**config.mk**
```make
export PLATFORM = sky130hd
export DESIGN_NAME = bitctl_core
export DESIGN_NICKNAME = d
export VERILOG_FILES = /design/src/rtl/bitctl_pkg.sv /design/src/rtl/bitctl_decode.sv /design/src/rtl/bitctl_alu.sv /design/src/rtl/bitctl_core.sv
export SDC_FILE = /design/constraint.sdc
export NUM_CORES = 1
export LEC_CHECK = 0
export ABC_AREA = 1
export BUFFER_PORTS_ARGS = -buffer_cell sky130_fd_sc_hd__buf_4
export CAP_MARGIN = 20
export CORE_AREA = 2 2 39 41
export CTS_CLUSTER_DIAMETER = 200
export DETAILED_ROUTE_END_ITERATION = 8
export DIE_AREA = 0 0 41 43
export GPL_ROUTABILITY_DRIVEN = 0
export PLACE_DENSITY_LB_ADDON = 0.08
export SETUP_SLACK_MARGIN = 0.5
export SYNTH_ARGS = -nofsm -noshare
export SYNTH_HDL_FRONTEND = slang
export SYNTH_SLANG_ARGS = --single-unit
```
**constraint.sdc**
```tcl
create_clock -name clk_i -period 1.35 [get_ports clk_i]
set_input_delay 0.2025 -clock clk_i [delete_from_list [all_inputs] [get_ports clk_i]]
set_output_delay 0.2025 -clock clk_i [all_outputs]
set_load 0.02 [all_outputs]
```
**src/rtl/bitctl_pkg.sv**
```systemverilog
package bitctl_pkg;
  localparam int OP_W = 4;

  typedef enum logic [OP_W-1:0] {
    OP_NOPO = 4'h0, OP_LD   = 4'h1, OP_LDC  = 4'h2, OP_AND  = 4'h3,
    OP_ANDC = 4'h4, OP_OR   = 4'h5, OP_ORC  = 4'h6, OP_XNOR = 4'h7,
    OP_STO  = 4'h8, OP_STOC = 4'h9, OP_IEN  = 4'hA, OP_OEN  = 4'hB,
    OP_JMP  = 4'hC, OP_RTN  = 4'hD, OP_SKZ  = 4'hE, OP_NOPF = 4'hF
  } op_e;

  typedef enum logic [2:0] {
    FN_KEEP, FN_LOAD, FN_AND, FN_OR, FN_EQ
  } fn_e;

  typedef struct packed {
    fn_e  fn;
    logic inv_data;
    logic store;
    logic store_inv;
    logic set_ien;
    logic set_oen;
    logic pulse_o;
    logic pulse_f;
    logic pulse_jmp;
    logic pulse_ret;
    logic skip_zero;
  } ctl_t;
endpackage

```
**src/rtl/bitctl_decode.sv**
```systemverilog
module bitctl_decode
  import bitctl_pkg::*;
(
  input  logic [OP_W-1:0] code_i,
  output ctl_t            ctl_o
);
  always_comb begin
    ctl_o    = '0;
    ctl_o.fn = FN_KEEP;
    case (op_e'(code_i))
      OP_NOPO: ctl_o.pulse_o = 1'b1;
      OP_LD:   ctl_o.fn = FN_LOAD;
      OP_LDC:  begin ctl_o.fn = FN_LOAD; ctl_o.inv_data = 1'b1; end
      OP_AND:  ctl_o.fn = FN_AND;
      OP_ANDC: begin ctl_o.fn = FN_AND;  ctl_o.inv_data = 1'b1; end
      OP_OR:   ctl_o.fn = FN_OR;
      OP_ORC:  begin ctl_o.fn = FN_OR;   ctl_o.inv_data = 1'b1; end
      OP_XNOR: ctl_o.fn = FN_EQ;
      OP_STO:  ctl_o.store = 1'b1;
      OP_STOC: begin ctl_o.store = 1'b1; ctl_o.store_inv = 1'b1; end
      OP_IEN:  ctl_o.set_ien = 1'b1;
      OP_OEN:  ctl_o.set_oen = 1'b1;
      OP_JMP:  ctl_o.pulse_jmp = 1'b1;
      OP_RTN:  ctl_o.pulse_ret = 1'b1;
      OP_SKZ:  ctl_o.skip_zero = 1'b1;
      OP_NOPF: ctl_o.pulse_f = 1'b1;
      default: ctl_o.fn = FN_KEEP;
    endcase
  end
endmodule

```
**src/rtl/bitctl_alu.sv**
```systemverilog
module bitctl_alu
  import bitctl_pkg::*;
(
  input  fn_e  fn_i,
  input  logic inv_i,
  input  logic rr_i,
  input  logic data_i,
  output logic rr_next_o
);
  logic opnd;
  assign opnd = inv_i ? ~data_i : data_i;

  always_comb begin
    case (fn_i)
      FN_LOAD: rr_next_o = opnd;
      FN_AND:  rr_next_o = rr_i & opnd;
      FN_OR:   rr_next_o = rr_i | opnd;
      FN_EQ:   rr_next_o = ~(rr_i ^ opnd);
      default: rr_next_o = rr_i;
    endcase
  end
endmodule

```
**src/rtl/bitctl_core.sv**
```systemverilog
module bitctl_core
  import bitctl_pkg::*;
(
  input  logic            clk_i,
  input  logic            rst_ni,
  input  logic            op_valid_i,
  input  logic [OP_W-1:0] op_code_i,
  input  logic            op_data_i,
  output logic            rr_o,
  output logic            store_data_o,
  output logic            store_wr_o,
  output logic            flag_o_o,
  output logic            flag_f_o,
  output logic            jump_o,
  output logic            return_o
);
  ctl_t ctl;
  logic rr_q, ien_q, oen_q, skip_q;
  logic sdat_q, wr_q, fo_q, ff_q, jmp_q, ret_q;
  logic run, data_eff, rr_next;

  bitctl_decode u_dec (
    .code_i (op_code_i),
    .ctl_o  (ctl)
  );

  assign run      = op_valid_i & ~skip_q;
  assign data_eff = op_data_i & ien_q;

  bitctl_alu u_alu (
    .fn_i      (ctl.fn),
    .inv_i     (ctl.inv_data),
    .rr_i      (rr_q),
    .data_i    (data_eff),
    .rr_next_o (rr_next)
  );

  always_ff @(posedge clk_i or negedge rst_ni) begin
    if (!rst_ni) begin
      rr_q   <= 1'b0;
      ien_q  <= 1'b1;
      oen_q  <= 1'b1;
      skip_q <= 1'b0;
      sdat_q <= 1'b0;
      wr_q   <= 1'b0;
      fo_q   <= 1'b0;
      ff_q   <= 1'b0;
      jmp_q  <= 1'b0;
      ret_q  <= 1'b0;
    end else begin
      wr_q  <= 1'b0;
      fo_q  <= 1'b0;
      ff_q  <= 1'b0;
      jmp_q <= 1'b0;
      ret_q <= 1'b0;
      if (op_valid_i) begin
        skip_q <= run & ctl.skip_zero & ~rr_q;
      end
      if (run) begin
        rr_q <= rr_next;
        if (ctl.set_ien) ien_q <= op_data_i;
        if (ctl.set_oen) oen_q <= op_data_i;
        if (ctl.store && oen_q) begin
          sdat_q <= ctl.store_inv ? ~rr_q : rr_q;
          wr_q   <= 1'b1;
        end
        fo_q  <= ctl.pulse_o;
        ff_q  <= ctl.pulse_f;
        jmp_q <= ctl.pulse_jmp;
        ret_q <= ctl.pulse_ret;
      end
    end
  end

  assign rr_o         = rr_q;
  assign store_data_o = sdat_q;
  assign store_wr_o   = wr_q;
  assign flag_o_o     = fo_q;
  assign flag_f_o     = ff_q;
  assign jump_o       = jmp_q;
  assign return_o     = ret_q;
endmodule

```
### Word level (Yosys, flattened, before mapping)

Index checks and enable logic that the tools add are counted.

* register bits after elaboration: 10
* bits of input ports: 8
* output and inout port bits: 7
* word-level logic and storage cells: 72

* equality and inequality tests: 19
* muxes and demuxes: 20
* bitwise logic cells: 11
* reductions and logical operators: 12

Operator list (number)
* equality test 4 bit (second input constant): 8
* two-way mux 1 bit: 18
* equality test 4 x 3 -> 1 bit (second input constant): 4
* one-hot mux 3 bit (4 select lines): 1
* equality test 4 x 2 -> 1 bit (second input constant): 2
* AND reduction 2 bit: 4
* OR reduction 2 bit: 4
* equality test 3 x 2 -> 1 bit (second input constant): 2
* AND 1 bit: 5
* equality test 4 x 1 -> 1 bit (second input constant): 1
* logical NOT 4 bit: 1
* NOT 1 bit: 4
* one-hot mux 1 bit (4 select lines): 1
* nonzero test 4 bit: 1
* equality test 3 x 1 -> 1 bit (second input constant): 1
* equality test 3 bit (second input constant): 1
* OR reduction 3 bit: 1
* logical AND 1 bit: 1
* OR 1 bit: 1
* bitwise XOR 1 bit: 1

### Logic depth before layout (Yosys ltp)

Gate-level depths: netlist of the first run.

* depth after elaboration: 7
* mapped depth: 12
* gate-level depth less buffers: 12

### Cells and area by module

From an unflattened synthesis of the first run, not the netlist that was laid out.

* cell total of the unflattened synthesis: 106
* area, all modules: 678.2 um2

By module, submodules not included
* bitctl_core: times used 1, cells an instance 49, area an instance 424.2 um2, sequential area each 252.7 um2
* bitctl_decode: times used 1, cells an instance 31, area an instance 128.9 um2, sequential area each 0.0 um2
* bitctl_alu: times used 1, cells an instance 26, area an instance 125.1 um2, sequential area each 0.0 um2

### Least setup slack after synthesis of the first run

OpenSTA, ideal clock, no wires.

* path type: register to register
* start: register ien_q
* end: register rr_q, in the netlist rr_o
* library setup time: 120 ps
* arrival time: 1264 ps
* required time: 1230 ps
* slack: -35 ps
* cell stages (with the launch flop): 11
* buffers on the path: 0
* period minus slack after synthesis: 1385 ps
* cell sequence: dfstp_2 -> nand2_1 -> inv_1 -> nand2_1 -> nand2_1 -> inv_1 -> ha_1 -> nand3b_1 -> nand3_1 -> nand2_1 -> nand2_1

* cells in the longest elaborated chain, start to end: 6
* elaborated cells on any way between the ends: 8
* classes of those cells: mux (2); bitwise (6)

Ends and longest elaborated chain
* from (decl): RTL line bitctl_core.sv:18 `logic rr_q, ien_q, oen_q, skip_q;`
* from (signal assigned): RTL line bitctl_core.sv:61 `if (ctl.set_ien) ien_q <= op_data_i;`
* AND 1 bit (*): RTL line bitctl_core.sv:28 `assign data_eff = op_data_i & ien_q;`
* NOT 1 bit: RTL line bitctl_alu.sv:11 `assign opnd = inv_i ? ~data_i : data_i;`
* two-way mux 1 bit (*): RTL line bitctl_alu.sv:11
* bitwise XOR 1 bit: RTL line bitctl_alu.sv:18 `FN_EQ: rr_next_o = ~(rr_i ^ opnd);`
* NOT 1 bit: RTL line bitctl_alu.sv:18
* one-hot mux 1 bit (4 select lines) (*): RTL line bitctl_alu.sv:14 `case (fn_i)`
* to (signal assigned): RTL line bitctl_core.sv:60 `rr_q <= rr_next;`
* to (decl): RTL line bitctl_core.sv:18

Mark *: on every way between the ends. The rest lies on a longest branch, timed or not.
A chain may end at the register's enable or synchronous reset.

### Worst setup path after layout of the first run

Same ends and word-level chain as after synthesis.

==> out/qor_table.md, run 1 <==
| Step | Item | Value |
| --- | --- | --- |
| outcome | Run status | finished, violations left |
| outcome | Failing checks | setup timing |
| setup path | Kind of critical path | reg -> reg |
| route | Final WL | 1.51 mm |
| clocking | CTS max path bufs | 2 |
| global routing | Maximum number of pins on one net before global-route repair | 11 |
| logic synthesis | Post-synthesis average cell area | 7.31 um^2 |
| finish | Count of antenna diodes in the layout | 0 |
| global routing | Global-route wire length before repair | 2.26 mm |
| place | Detailed placement HPWL | 976 um |
| global routing | Number of antenna violations at the first check in global routing | 0 |
| logic synthesis | Distinct cell type count of the synthesized netlist | 18 |
| clocking | Clock transition at the registers of the reported paths | 0.07 ns |
| setup path | Startpoint types | register |
| power | Final Total Pwr | 0.000922 W |
| power | Peak supply drop | 0.742 mV |
| route | Router iterations before antenna repair | 5 |
| sta | Period utilization | 108% |
| sta | Peak Freq | 688 MHz |
| place | Placed cell count | 111 |
| sta | Fin. Hold Viols | 0 |
| floorplan | X dimension of the die | 41 um |
| sta | Unrepaired setup endpoints after global routing | yes |
| logic synthesis | Net count after synthesis | 86 |
| clocking | TritonCTS clock tree | yes |
| finish | Proportion of layout cells with a drive suffix above 1 | 52.8% |
| setup path | Worst setup EP type | register |
| global routing | Total overflow reported by the global router | 0 |
| route | 1st-iter DRT viols | 3 |
| finish | Fin cells | 124 |
| hold path | Class of the worst hold path | in -> reg |
| setup path | Crit path max fanout | 2 |
| route | Total via count after detailed routing | 605 |
| power | Leakage power | 0.482 nW |
| floorplan | Row Count | 14 |
| logic synthesis | Main area contributors after synthesis | dfrtp_1 (36%), nand2_1 (15%), dfstp_2 (9.5%) |
| sta | Worst slew margin | 83.6% |
| finish | Growth of design area from synthesis to finish | 70.5% |
| logic synthesis | Fraction of registers with async set/reset | 100% |
| setup path | Required time worst endpoint | 1.52 ns |
| logic synthesis | Count of flip-flops with a built-in enable after synthesis | 0 |
| clocking | Number of H-tree levels | 1 |
| clocking | Source-to-sink clock delay at the later pin of the worst-skew pair | 0.27 ns |
| logic synthesis | Library cell occupying the most area in the post-synthesis netlist | dfrtp_1 |
| clocking | TritonCTS Buffers | 3 |
| route | Avg WL per Cell | 12.1 um |
| place | Number of port buffers | 14 |
| power | Power density over the cells | 973 nW/um^2 |
| route | Vias per cell | 4.88 |
| floorplan | Vertical die dimension | 43 um |
| logic synthesis | Synthesized flop and latch total | 10 |
| logic synthesis | Leading register cell type out of synthesis | dfrtp_1 |
| logic synthesis | Mapped cell area | 556 um^2 |
| logic synthesis | Post-Synthesis Cells | 76 |
| floorplan | Placeable core region | 1380 um^2 |
| setup path | WP data arrival | 1.62 ns |
| logic synthesis | Area share of the largest cell type after synthesis | 36.0% |
| sta | Minimum period implied by the final worst setup slack | 1.45 ns |
| finish | Filler cell count | 112 |
| logic synthesis | Sequential area share after synthesis | 45.5% |
| route | # DRC | 0 |
| logic synthesis | Total of warnings raised by yosys | 0 |
| sta | Slew at the pin closest to its max-slew limit | 0.244 ns |
| floorplan | Boundary pin count | 15 |
| global routing | Number of global-route vias before repair | 574 |
| job | # Max-Cap Violations | 0 |
| route | Number of nets with antenna violations after detailed routing | 0 |
| sta | Final setup fails | 1 |
| finish | Area of all placed cells without fillers | 947 um^2 |
| sta | Total count of max-transition violations in the final report | 0 |
| logic synthesis | Most numerous cell types in the synthesized netlist | nand2_1 (22), inv_1 (11), nor2_1 (10), dfrtp_1 (8), nand3_1 (5) |
| floorplan | Starting density of the core | 40.1% |
| sta | Setup skew after layout | 0.00169 ns |
| finish | Final net count | 119 |
| floorplan | DIE AREA | 1760 um^2 |
| sta | Min setup slack post-route | -0.104 ns |
| place | Worst slack, placed | -0.115 ns |
| global routing | Global Route Usage Sum | 19.6% |
| place | Placed Instance Area | 726 um^2 |
| finish | Utilization after layout | 68.4% |
| clocking | Number of sinks handled by clock tree synthesis | 10 |
| logic synthesis | Dominant cell by count in the synthesized netlist | nand2_1 |
| clocking | CTS root buf | clkbuf_4 |
-- repair_timing --
action                     in CTS  in global routing
buffers inserted                6                  2
setup endpoints to repair      17                 17
resized for setup              14                 16
hold buffers                    1                  0
pin swaps                       7                  9
hold endpoints to repair       10                  0
-- layout make-up --
cell class / instances / area [um^2] / share of cell area, %
clock buffer: 4 / 26.3 / 2.77
inverter: 13 / 48.8 / 5.15
multi-input combinational: 53 / 357 / 37.6
sequential: 10 / 253 / 26.7
tap: 16 / 20.0 / 2.11
timing repair buffer: 28 / 243 / 25.6
-- layer usage --
| metal | part of all wire, % | vias to the layer above | global-route usage, % |
|---|---|---|---|
| met3 | 3.2 | 4 | 3.14 |
| met1 | 42 | 283 | 23.5 |
| met5 | 0 | - | 0 |
| li1 | - | 306 | - |
| met4 | 3.1 | 0 | 14.0 |
| met2 | 52 | 12 | 29.7 |
-- cells by family after synthesis --
logic type,Yosys count,share of synthesized area (%)
and+or+nand+nor,44,34.2
DFF,10,45.5
adders and majority gates,2,4.50
AOI/OAI and AO/OA,7,6.98
buffers and inverters,13,8.78
-- power breakdown --
group / total (W) / internal [W] / leakage [nW] / switching (W)
clock network: 0.000230 / 0.000115 / 0.0150 / 0.000115
registers: 0.000363 / 0.000339 / 0.130 / 0.0000240
logic: 0.000330 / 0.000169 / 0.336 / 0.000161
total: 0.000922 / 0.000622 / 0.482 / 0.000300
-- sequential cells by signal (all words and copies together) (netlist names) --
| register | cells |
|---|---|
| jump_o | 1 |
| return_o | 1 |
| store_data_o | 1 |
| skip_q | 1 |
| rr_o | 1 |
| store_wr_o | 1 |
| oen_q | 1 |
| flag_f_o | 1 |
| ien_q | 1 |
| flag_o_o | 1 |
-- critical path, cell delays in order (launching register included) --
cell and delay [ns]:
dfstp_2 0.54, nand2_2 0.07, nand3_2 0.09, nand2_2 0.06, buf_4 0.13, ha_1 0.16, a21oi_1 0.12, nand3_1 0.08
nand2_1 0.07, nand2_1 0.04
-- worst paths after layout --
kind                              endpoint        from  slack [ns]  depth (start not counted)
worst max-delay path                  rr_o       ien_q       -0.10                          9
worst min-delay path                skip_q  op_valid_i        0.15                          2
worst max register to register        rr_o       ien_q       -0.10                          9
worst min register to register       ien_q       ien_q        0.50                          2
max in group asynchronous            ien_q      rst_ni        0.83                          2
min in group asynchronous       store_wr_o      rst_ni        0.29                          2
-- metrics by stage --
stage               hold WS, ns  TNS [ns]
finish                    0.153    -0.104
global route              0.158    -0.178
CTS                       0.154    -0.109
detailed placement       0.0414    -0.115
global placement         0.0386   -0.0945
floorplan               -0.0931   -0.0274
-- layout by cell type (no fill, tap or decap), types with 2 or more instances in the layout --
cell type  netlist  routed
nand3_1          5       2
nand2_1         22      17
nor2_2           0       3
o21ai_2          0       2
buf_6            0       8
nor3_2           1       2
inv_1           11       8
nand2_2          1       5
dfrtp_1          8       8
inv_2            2       5
nand3_4          0       2
buf_4            0      19
clkbuf_4         0       3
dfstp_2          2       2
nor2_1          10       7
Note: power is estimated with default switching activity, not from simulation.
==> run 2: changes to the inputs <==
- SKIP_LAST_GASP: not set -> 1
==> out/qor_table.md, run 2 (synthesized netlist as in run 1, its figures left out) <==
| Step | Item | Value | Delta |
| --- | --- | --- | --- |
| floorplan | Boundary pin count | 15 | unchanged |
| sta | Fin. Hold Viols | 0 | unchanged |
| sta | Total count of max-transition violations in the final report | 0 | unchanged |
| finish | Filler cell count | 114 | +1.8% |
| setup path | Required time worst endpoint | 1.51 ns | about the same |
| setup path | Worst setup EP type | register |  |
| sta | Period utilization | 108% | about the same |
| global routing | Maximum number of pins on one net before global-route repair | 11 | unchanged |
| outcome | Run status | finished, violations left |  |
| global routing | Global Route Usage Sum | 19.6% | unchanged |
| setup path | Worst r2r path cells | 9 | unchanged |
| clocking | Number of H-tree levels | 1 | unchanged |
| clocking | Source-to-sink clock delay at the later pin of the worst-skew pair | 0.27 ns | about the same |
| finish | Count of antenna diodes in the layout | 0 | unchanged |
| finish | Proportion of layout cells with a drive suffix above 1 | 52.8% | unchanged |
| job | # Max-Cap Violations | 0 | unchanged |
| outcome | Failing checks | setup timing |  |
| clocking | CTS root buf | clkbuf_4 |  |
| route | 1st-iter DRT viols | 13 | +10 |
| power | Leakage power | 0.481 nW | about the same |
| power | Peak supply drop | 0.727 mV | -2.0% |
| clocking | Clock transition at the registers of the reported paths | 0.07 ns | about the same |
| clocking | TritonCTS clock tree | yes |  |
| route | Final WL | 1.49 mm | -1.0% |
| place | Number of port buffers | 14 | unchanged |
| sta | Unrepaired setup endpoints after global routing | yes |  |
| sta | Minimum period implied by the final worst setup slack | 1.45 ns | +0.000800 ns |
| floorplan | Starting density of the core | 40.1% | unchanged |
| route | Sum of met2 wire segment lengths after detailed routing | 770 um | -1.3% |
| route | Number of nets with antenna violations after detailed routing | 0 | unchanged |
| sta | Setup skew after layout | 0.00123 ns | -0.000453 ns |
| sta | Final setup fails | 1 | unchanged |
| floorplan | Vertical die dimension | 43 um | unchanged |
| route | Avg WL per Cell | 12.0 um | -1.0% |
| route | Vias per cell | 4.95 | +1.5% |
| route | DR top layer | met4 |  |
| power | Power density over the cells | 971 nW/um^2 | -0.26% |
| sta | Peak Freq | 687 MHz | about the same |
| finish | Final net count | 119 | unchanged |
| setup path | Startpoint types | register |  |
| sta | Min setup slack post-route | -0.105 ns | -0.000800 ns |
| place | Worst slack, placed | -0.115 ns | unchanged |
| finish | Fin cells | 124 | unchanged |
| clocking | Number of sinks handled by clock tree synthesis | 10 | unchanged |
| finish | Growth of design area from synthesis to finish | 69.1% |  |
| global routing | Global-route wire length before repair | 2.26 mm | unchanged |
| route | Met3 routed WL | 37 um | -23% |
| sta | Slew at the pin closest to its max-slew limit | 0.245 ns | +0.000925 ns |
| route | Total via count after detailed routing | 614 | +1.5% |
| setup path | Kind of critical path | reg -> reg |  |
| sta | Worst slew margin | 83.5% | about the same |
| global routing | Number of antenna violations at the first check in global routing | 0 | unchanged |
| finish | Most used cells in the layout excluding fill and tap cells | buf_4 (19), nand2_1 (17), inv_1 (8), dfrtp_1 (8), buf_6 (8) |  |
| hold path | Depth of the worst hold-timing path | 2 | unchanged |
| floorplan | Row Count | 14 | unchanged |
| global routing | Total overflow reported by the global router | 0 | unchanged |
| finish | Commonest non-fill, non-tap cell in the layout | buf_4 |  |
| floorplan | Placeable core region | 1380 um^2 | unchanged |
| clocking | CTS max path bufs | 2 | unchanged |
| route | Met1 Wirelength | 636 um | +1.1% |
| finish | Area of all placed cells without fillers | 940 um^2 | -0.79% |
| route | # DRC | 0 | unchanged |
| floorplan | DIE AREA | 1760 um^2 | unchanged |
| place | Placed Instance Area | 726 um^2 | unchanged |
| setup path | WP data arrival | 1.61 ns | about the same |
| route | Router iterations before antenna repair | 4 | -1 |
| setup path | Crit path max fanout | 2 | unchanged |
| sta | Final TNS setup | -0.105 ns | -0.000800 ns |
| place | Detailed placement HPWL | 976 um | unchanged |
| place | Placed cell count | 111 | unchanged |
| clocking | TritonCTS Buffers | 3 | unchanged |
| global routing | Number of global-route vias before repair | 574 | unchanged |
| hold path | Class of the worst hold path | in -> reg |  |
| floorplan | X dimension of the die | 41 um | unchanged |
==> run 2: routing by layer <==
metal	GRT usage, %	vias to the layer above
met5	0	-
met4	14.0	0
met3	3.14	4
met2	29.7	12
met1	23.5	292
li1	-	306
==> run 2: final cells by class <==
cell class / instances / area (um^2) / share of cell area (%)
multi-input cells: 53 / 349 / 37.2
flip-flops and latches: 10 / 253 / 26.9
repair buffers: 28 / 243 / 25.8
inverters: 13 / 48.8 / 5.19
clock buffers: 4 / 26.3 / 2.80
well taps: 16 / 20.0 / 2.13
==> run 2: worst paths after layout <==
| path | slack [ns] | from | end |
|---|---|---|---|
| max | -0.10 | ien_q | rr_o |
| min | 0.16 | op_valid_i | skip_q |
| max reg2reg | -0.10 | ien_q | rr_o |
| min reg2reg | 0.50 | ien_q | ien_q |
| max in group asynchronous | 0.82 | rst_ni | ien_q |
| min in group asynchronous | 0.30 | rst_ni | store_wr_o |
==> run 2: critical path, cell delays in order, from the launching register on <==
cell	delay, ns
dfstp_2	0.54
nand2_2	0.07
nand3_2	0.09
nand2_2	0.06
buf_4	0.13
ha_1	0.16
a21oi_1	0.12
nand3_1	0.08
nand2_1	0.07
nand2_1	0.04
==> run 2: power breakdown <==
group | total (W) | leakage (nW) | switching [W] | internal (W)
Sequential | 0.000360 | 0.130 | 0.0000215 | 0.000338
Combinational | 0.000329 | 0.336 | 0.000161 | 0.000168
Clock | 0.000223 | 0.0150 | 0.000109 | 0.000114
Total | 0.000912 | 0.481 | 0.000292 | 0.000620
==> run 2: through the flow <==
stage | power (W) | util [%] | hold WS [ns]
CTS | 0.000852 | 62.6 | 0.154
global route | 0.000966 | 67.9 | 0.158
finish | 0.000912 | 67.9 | 0.161
floorplan | 0.000471 | - | -0.0931
global placement | 0.000556 | 52.4 | 0.0386
detailed placement | 0.000560 | 52.4 | 0.0414
==> run 2: what timing repair did <==
action | CTS | global route
endpoints found under the setup margin | 17 | 17
hold buffers | 1 | 0
setup buffers | 6 | 2
pin swaps | 7 | 9
hold endpoints to repair | 10 | 0
gates resized for setup | 14 | 15
